$ cat src/rtl/adc_scan_spi.sv
module adc_scan_spi #(
  parameter int          HALF_DIV = 2,
  parameter logic [15:0] CFG_BASE = 16'hF120,
  parameter int          CH_LSB   = 9,
  parameter int          NCH      = 8
) (
  input  logic        clk,
  input  logic        rst_n,
  input  logic        frame_start,
  output logic        spi_sclk,
  output logic        spi_cs_n,
  output logic        spi_mosi,
  input  logic        spi_miso,
  output logic        res_valid,
  output logic [31:0] res_data
);
  localparam int CHW  = $clog2(NCH);
  localparam int DIVW = (HALF_DIV > 1) ? $clog2(HALF_DIV) : 1;

  typedef enum logic [1:0] {IDLE, XFER, GAP} st_t;

  st_t            st;
  logic [DIVW-1:0] div;
  logic [15:0]    tx_sr, rx_sr, lo_half;
  logic [4:0]     nbits;
  logic [CHW-1:0] step;
  logic           priming, pend;

  wire tick         = (div == DIVW'(HALF_DIV - 1));
  wire last_step    = priming ? (step == CHW'(2)) : (step == CHW'(NCH - 1));
  wire launch_frame = (st == IDLE) && !priming && (pend || frame_start);

  assign spi_mosi = tx_sr[15];

  function automatic logic [15:0] cfg_word(input logic prime, input logic [CHW-1:0] s);
    logic [CHW-1:0] ch;
    if (prime) ch = (s == CHW'(2)) ? CHW'(1) : CHW'(0);
    else       ch = s + CHW'(2);
    return CFG_BASE | (16'(ch) << CH_LSB);
  endfunction

  always_ff @(posedge clk) begin
    if (!rst_n) begin
      st        <= IDLE;
      div       <= '0;
      spi_sclk  <= 1'b0;
      spi_cs_n  <= 1'b1;
      tx_sr     <= '0;
      rx_sr     <= '0;
      lo_half   <= '0;
      nbits     <= '0;
      step      <= '0;
      priming   <= 1'b1;
      pend      <= 1'b0;
      res_valid <= 1'b0;
      res_data  <= '0;
    end else begin
      res_valid <= 1'b0;
      pend      <= (pend | frame_start) & ~launch_frame;
      case (st)
        IDLE: begin
          if (priming || pend || frame_start) begin
            st       <= XFER;
            spi_cs_n <= 1'b0;
            tx_sr    <= cfg_word(priming, step);
            div      <= '0;
            nbits    <= '0;
          end
        end
        XFER: begin
          if (tick) begin
            div <= '0;
            if (!spi_sclk) begin
              spi_sclk <= 1'b1;
              rx_sr    <= {rx_sr[14:0], spi_miso};
              nbits    <= nbits + 5'd1;
            end else begin
              spi_sclk <= 1'b0;
              if (nbits == 5'd16) begin
                spi_cs_n <= 1'b1;
                st       <= GAP;
                if (!priming) begin
                  if (!step[0]) lo_half <= rx_sr;
                  else begin
                    res_data  <= {rx_sr, lo_half};
                    res_valid <= 1'b1;
                  end
                end
              end else begin
                tx_sr <= {tx_sr[14:0], 1'b0};
              end
            end
          end else begin
            div <= div + DIVW'(1);
          end
        end
        default: begin
          if (tick) begin
            div <= '0;
            if (last_step) begin
              step    <= '0;
              priming <= 1'b0;
              st      <= IDLE;
            end else begin
              step     <= step + CHW'(1);
              tx_sr    <= cfg_word(priming, step + CHW'(1));
              spi_cs_n <= 1'b0;
              nbits    <= '0;
              st       <= XFER;
            end
          end else begin
            div <= div + DIVW'(1);
          end
        end
      endcase
    end
  end
endmodule

$ cat config.mk
export PLATFORM = sky130hd
export DESIGN_NAME = adc_scan_spi
export DESIGN_NICKNAME = d
export VERILOG_FILES = /design/src/rtl/adc_scan_spi.sv
export SDC_FILE = /design/constraint.sdc
export NUM_CORES = 1
export LEC_CHECK = 0
export ABC_CLOCK_PERIOD_IN_PS = 4600
export BUFFER_PORTS_ARGS = -buffer_cell sky130_fd_sc_hd__buf_2
export CELL_PAD_IN_SITES_DETAIL_PLACEMENT = 0
export CELL_PAD_IN_SITES_GLOBAL_PLACEMENT = 2
export CORE_ASPECT_RATIO = 1.2
export CORE_UTILIZATION = 30
export CTS_CLUSTER_DIAMETER = 80
export CTS_CLUSTER_SIZE = 25
export DETAILED_ROUTE_END_ITERATION = 12
export GPL_TIMING_DRIVEN = 0
export PLACE_DENSITY = 0.75
export SYNTH_ARGS = -nofsm -noshare
export SYNTH_HDL_FRONTEND = slang
export SYNTH_SLANG_ARGS = --single-unit
export TNS_END_PERCENT = 5
$ cat constraint.sdc
create_clock -name clk -period 4.6 [get_ports clk]
set_input_delay 0.92 -clock clk [delete_from_list [all_inputs] [get_ports clk]]
set_output_delay 0.92 -clock clk [all_outputs]
set_load 0.05 [all_outputs]
# == After elaboration in Yosys (flattened, before gate mapping) ==
# Cells that the tools add are included.
# classes
add_sub_neg,5
n_mul,0
div_mod_pow,0
magnitude_cmp,0
eq_ne,12
shift,0
n_mux,37
bitwise_logic,11
n_reduce_logical,20
# ops
cell,n
two-way mux 16 bit,6
case mux 16 bit (2 select lines),1
two-way mux 5 bit,5
AND reduction 6 bit,4
two-way mux 1 bit,14
two-way mux 2 bit,5
inequality test 2 bit (second input constant),5
case mux 5 bit (2 select lines),1
AND reduction 5 bit,2
two-way mux 3 bit,3
inverter 1 bit,9
adder 3 x 2 -> 3 bit (second input constant),2
== test 3 x 2 -> 1 bit (second input constant),2
AND reduction 3 bit,2
OR reduction 6 bit,1
adder 5 x 1 -> 5 bit (second input constant),1
== test 5 bit (second input constant),1
case mux 2 bit (2 select lines),1
AND reduction 2 bit,2
adder 3 x 1 -> 3 bit (second input constant),1
== test 3 bit (second input constant),1
logical OR 1 bit,3
inequality test 3 x 1 -> 1 bit (second input constant),1
== test 2 x 1 -> 1 bit (second input constant),1
other kinds (10),11
# totals
reg_bits,96
latchBits,0
mem_bits_rw,0
romBits,0
in_bits,4
elab_cells,98
memories,0

# == Longest topological paths before layout ==
# depth
depth_word,7
mapped_depth,10

# == Worst setup path before layout ==
# No wires, ideal clock.
# synth_path
kind,input -> register
start,input port frame_start
end,register tx_sr[9]
t_arrival_ns,1.992
required_time_ns,4.526
setup_slack_ns,2.534
stages,6
cell_sequence,or2_2 > o21ai_1 > a221o_1 > buf_2 > nand3_1 > o21ai_0
# synth_via
elab_chain_len,3
# synth_lines
item,line,source
from (decl),9,"input logic frame_start,"
logical OR 1 bit,62,if (priming || pend || frame_start) begin
inequality test 2 x 1 -> 1 bit (no source line),n/a,
AND reduction 6 bit (no source line),n/a,
to (signal assigned),65,"tx_sr <= cfg_word(priming, step);"
to (signal assigned),90,"tx_sr <= {tx_sr[14:0], 1'b0};"
to (signal assigned),106,"tx_sr <= cfg_word(priming, step + CHW'(1));"
to (decl),24,"logic [15:0] tx_sr, rx_sr, lo_half;"
# No other way between the ends.
# A chain may end at the register's enable or synchronous reset.

# == Worst setup path after layout ==
# layout_path
start,register nbits[0]
end,register res_data[4]
# layout_via
elab_chain_len,2
# layout_lines
item,line,source
from (decl),25,logic [4:0] nbits;
from (signal assigned),76,nbits <= nbits + 5'd1;
== test 5 bit,79,if (nbits == 5'd16) begin
AND reduction 6 bit (no source line),n/a,
to (signal assigned),85,"res_data <= {rx_sr, lo_half};"
to (decl),15,output logic [31:0] res_data
# No other way between the ends.

==> impl_metrics.ini <==
[run_status]
status = completed

[sta]
rsz0062_at_grt = false
fin_crit_sh = 0.504
fmax_mhz = 432
worst_slew_pin_slew_ns = 0.676
setup_tns_ns = 0
max-slew-margin-rel = 0.550
fin_skew_ns = 0.00670
post-route-min-period_ns = 2.32
setup_violations = 0
final-hold-violation-count = 0
slew_viol_final = 0

[routing]
dr.pass1.iters = 4
post_drt_wl_per_cell_um = 13.7
avgViaCountPerCell = 4.65
via_count = 3113
first_iter_violations = 122
ant_nets = 0
drc_errors = 0
wl_um = 9160

[clock_tree]
clkLatencyLatePin_ns = 0.34
cts_setup_buffers = 0
post_cts_resized = 0
cts_made_buffers = 9
cts_root_buffer = clkbuf_16
cts_hold_buf = 0
cts_tree = done
clockBufferDepth = 2
cts.sinks = 91
clk_pin_slew_ns = 0.07
cts_max_level = 3

[placement]
io_buffers = 38
gp_congestion = 0.717
dpl.hpwl_um = 6590

[yosys]
synth_common_cells = nand2_1, dfxtp_1, a21oi_1, nand2_2, o21ai_0
ys_ff_latch = 91
synth_flop_cell = dfxtp_1
yosys_warnings = 0
synth_area_per_cell_um2 = 8.23
synth_top_cell_by_area = dfxtp_1
netlist.area_leader.share = 0.488
yosys.cell_count.top_type = nand2_1
ys_types = 40
syn_nets = 464
ys_async_sr_fraction = 0
synth_area_mm2 = 0.00374
ys_seq_area_frac = 0.488
synth_area_leaders = dfxtp_1, nand2_1, a21oi_1
synth_edf_count = 0
synth_cells = 454

[finish]
antenna_cells = 0
drive_gt1_frac = 0.228
syn2layout_area_growth_pct = 19.2
seqCellArea_mm2 = 0.00182
num-fill-cells = 1328
nets = 513
multiInputGateArea_mm2 = 0.00170

[job]
maxCapViolCount = 0

[power]
combPwrFrac = 0.045
swShare = 0.221
power.share.clock = 0.478
p_total_w = 0.00168
p_sw_w = 0.000373
p_int_w = 0.00131
pwr-share-seq = 0.477
ir_drop_mv = 0.144
p_per_area_mw_per_mm2 = 378
p_leak_nw = 1.58

[die]
initial_core_util = 0.308
dieWidth_um = 104
ios = 40
num_rows = 44
die-area_mm2 = 0.0129
design.core.area_mm2 = 0.0121
die_h_um = 124

[global_routing]
grt_util_all_layers = 0.152
grt_pass1_vias = 3081
grt_overflow = 0
grt_pass1_wl_um = 15600
grt_antenna_before_repair = 0
grt_max_degree = 16

[setup_path]
crit_path_end = res_data[4]$_SDFFE_PN0P_
cp.arrival_ns = 2.58
crit_type = reg -> reg
cp-start-kind = flip-flop
cp-end-kind = flip-flop
rrSetupSlack_ns = 2.28
rr_startpoint = nbits[0]$_SDFFE_PN0P_
reg2regPathDepth = 9
crit_start = nbits[0]$_SDFFE_PN0P_
worstPathMaxFanout = 10
r2r-end = res_data[4]$_SDFFE_PN0P_
critPathRequiredTime_ns = 4.86

[worst_hold_path]
hp-class = reg -> reg
## through the flow
| stage | instance area (um^2) | cells | setup WS [ns] | util | hold WS (ns) |
|---|---|---|---|---|---|
| after floorplan | 3740 | 454 | 2.53 | - | 0.432 |
| after global placement | 4130 | 653 | 2.13 | 0.341 | 0.441 |
| after detailed placement | 4130 | 653 | 2.09 | 0.341 | 0.447 |
| after CTS | 4450 | 669 | 2.31 | 0.368 | 0.456 |
| after global routing | 4450 | 669 | 2.03 | 0.368 | 0.475 |
| final | 4450 | 669 | 2.28 | 0.368 | 0.453 |
## registers in the layout, summed over array words and instances (netlist names)
name       flops
res_data      32
lo_half       16
rx_sr         16
tx_sr         11
nbits          5
step           3
st             2
div            1
pend           1
priming        1
res_valid      1
spi_cs_n       1
spi_sclk       1
## worst min path at each step
stage | start | end | slack [ns] | cells after the start
after floorplan | lo_half[0]$_SDFFE_PN0P_ | res_data[0]$_SDFFE_PN0P_ | 0.43 | 2
after global placement | res_data[10]$_SDFFE_PN0P_ | res_data[10]$_SDFFE_PN0P_ | 0.44 | 2
after detailed placement | res_data[6]$_SDFFE_PN0P_ | res_data[6]$_SDFFE_PN0P_ | 0.45 | 2
after CTS | res_data[6]$_SDFFE_PN0P_ | res_data[6]$_SDFFE_PN0P_ | 0.46 | 2
after global routing | lo_half[3]$_SDFFE_PN0P_ | res_data[3]$_SDFFE_PN0P_ | 0.47 | 2
final | res_data[9]$_SDFFE_PN0P_ | res_data[9]$_SDFFE_PN0P_ | 0.45 | 2
## worst max-delay path: stages (launching register included)
cell,delay (ns)
dfxtp_1,0.35
inv_1,0.07
ha_1,0.14
nand4bb_1,0.22
or2_1,0.28
buf_6,0.14
nor4_2,0.47
buf_2,0.34
nand2_1,0.10
a21oi_1,0.12
## cell families (layout without fill, tap and decap cells)
group	after synthesis	count (layout)	synth area share
simple gates	198	198	0.252
compound gates	116	116	0.172
flops	91	91	0.488
buf+inv	39	93	0.0583
fa+ha+maj	6	6	0.0201
xor+xnor	3	3	0.00703
mux	1	1	0.00301
## power by group through the flow
stage          Clock [W]  Sequential, W  Combinational, W
2_1_floorplan          0       0.000828         0.0000462
3_3_place_gp           0       0.000821         0.0000766
3_5_place_dp           0       0.000822         0.0000774
4_1_cts         0.000830       0.000804         0.0000775
5_1_grt         0.000861       0.000805         0.0000842
6_report        0.000804       0.000804         0.0000761
## cells in the final DEF, fill, tap and decap left out, drive strengths merged
cell	synthesis	routed
nand3b	2	2
bufinv	0	2
a221o	2	2
or2	2	2
or4	2	2
nand2	140	140
o21bai	1	1
o211ai	2	2
nand3	20	20
nor2	14	14
o31ai	2	2
a21oi	81	81
xor2	1	1
nor4	2	2
xnor2	2	2
inv	7	9
mux2	1	1
nor2b	2	2
or3	4	4
nor3	4	4
clkbuf	14	25
nand4	1	1
dfxtp	91	91
ha	6	6
buf	18	56
and3	1	1
a21o	1	1
clkinv	0	1
nand2b	3	3
nand4bb	1	1
o21ai	27	27
## layer usage
layer | vias to the layer above | wire length [um] | share of wire | track usage
met3 | 8 | 287 | 0.031 | 0.0284
met4 | 0 | 108 | 0.012 | 0.0555
met1 | 1447 | 4320 | 0.47 | 0.190
li1 | 1616 | - | - | -
met5 | - | 0 | 0 | 0
met2 | 42 | 4440 | 0.48 | 0.258
## cell type report
class                      count  area share
sequential                    91       0.409
multi-input combinational    324       0.381
clock buffer                  11      0.0545
tap                          161      0.0452
buffer                        32      0.0430
timing repair buffer          38      0.0427
clock inverter                 5      0.0185
inverter                       7     0.00590
Power figures use the tool's default switching activity.
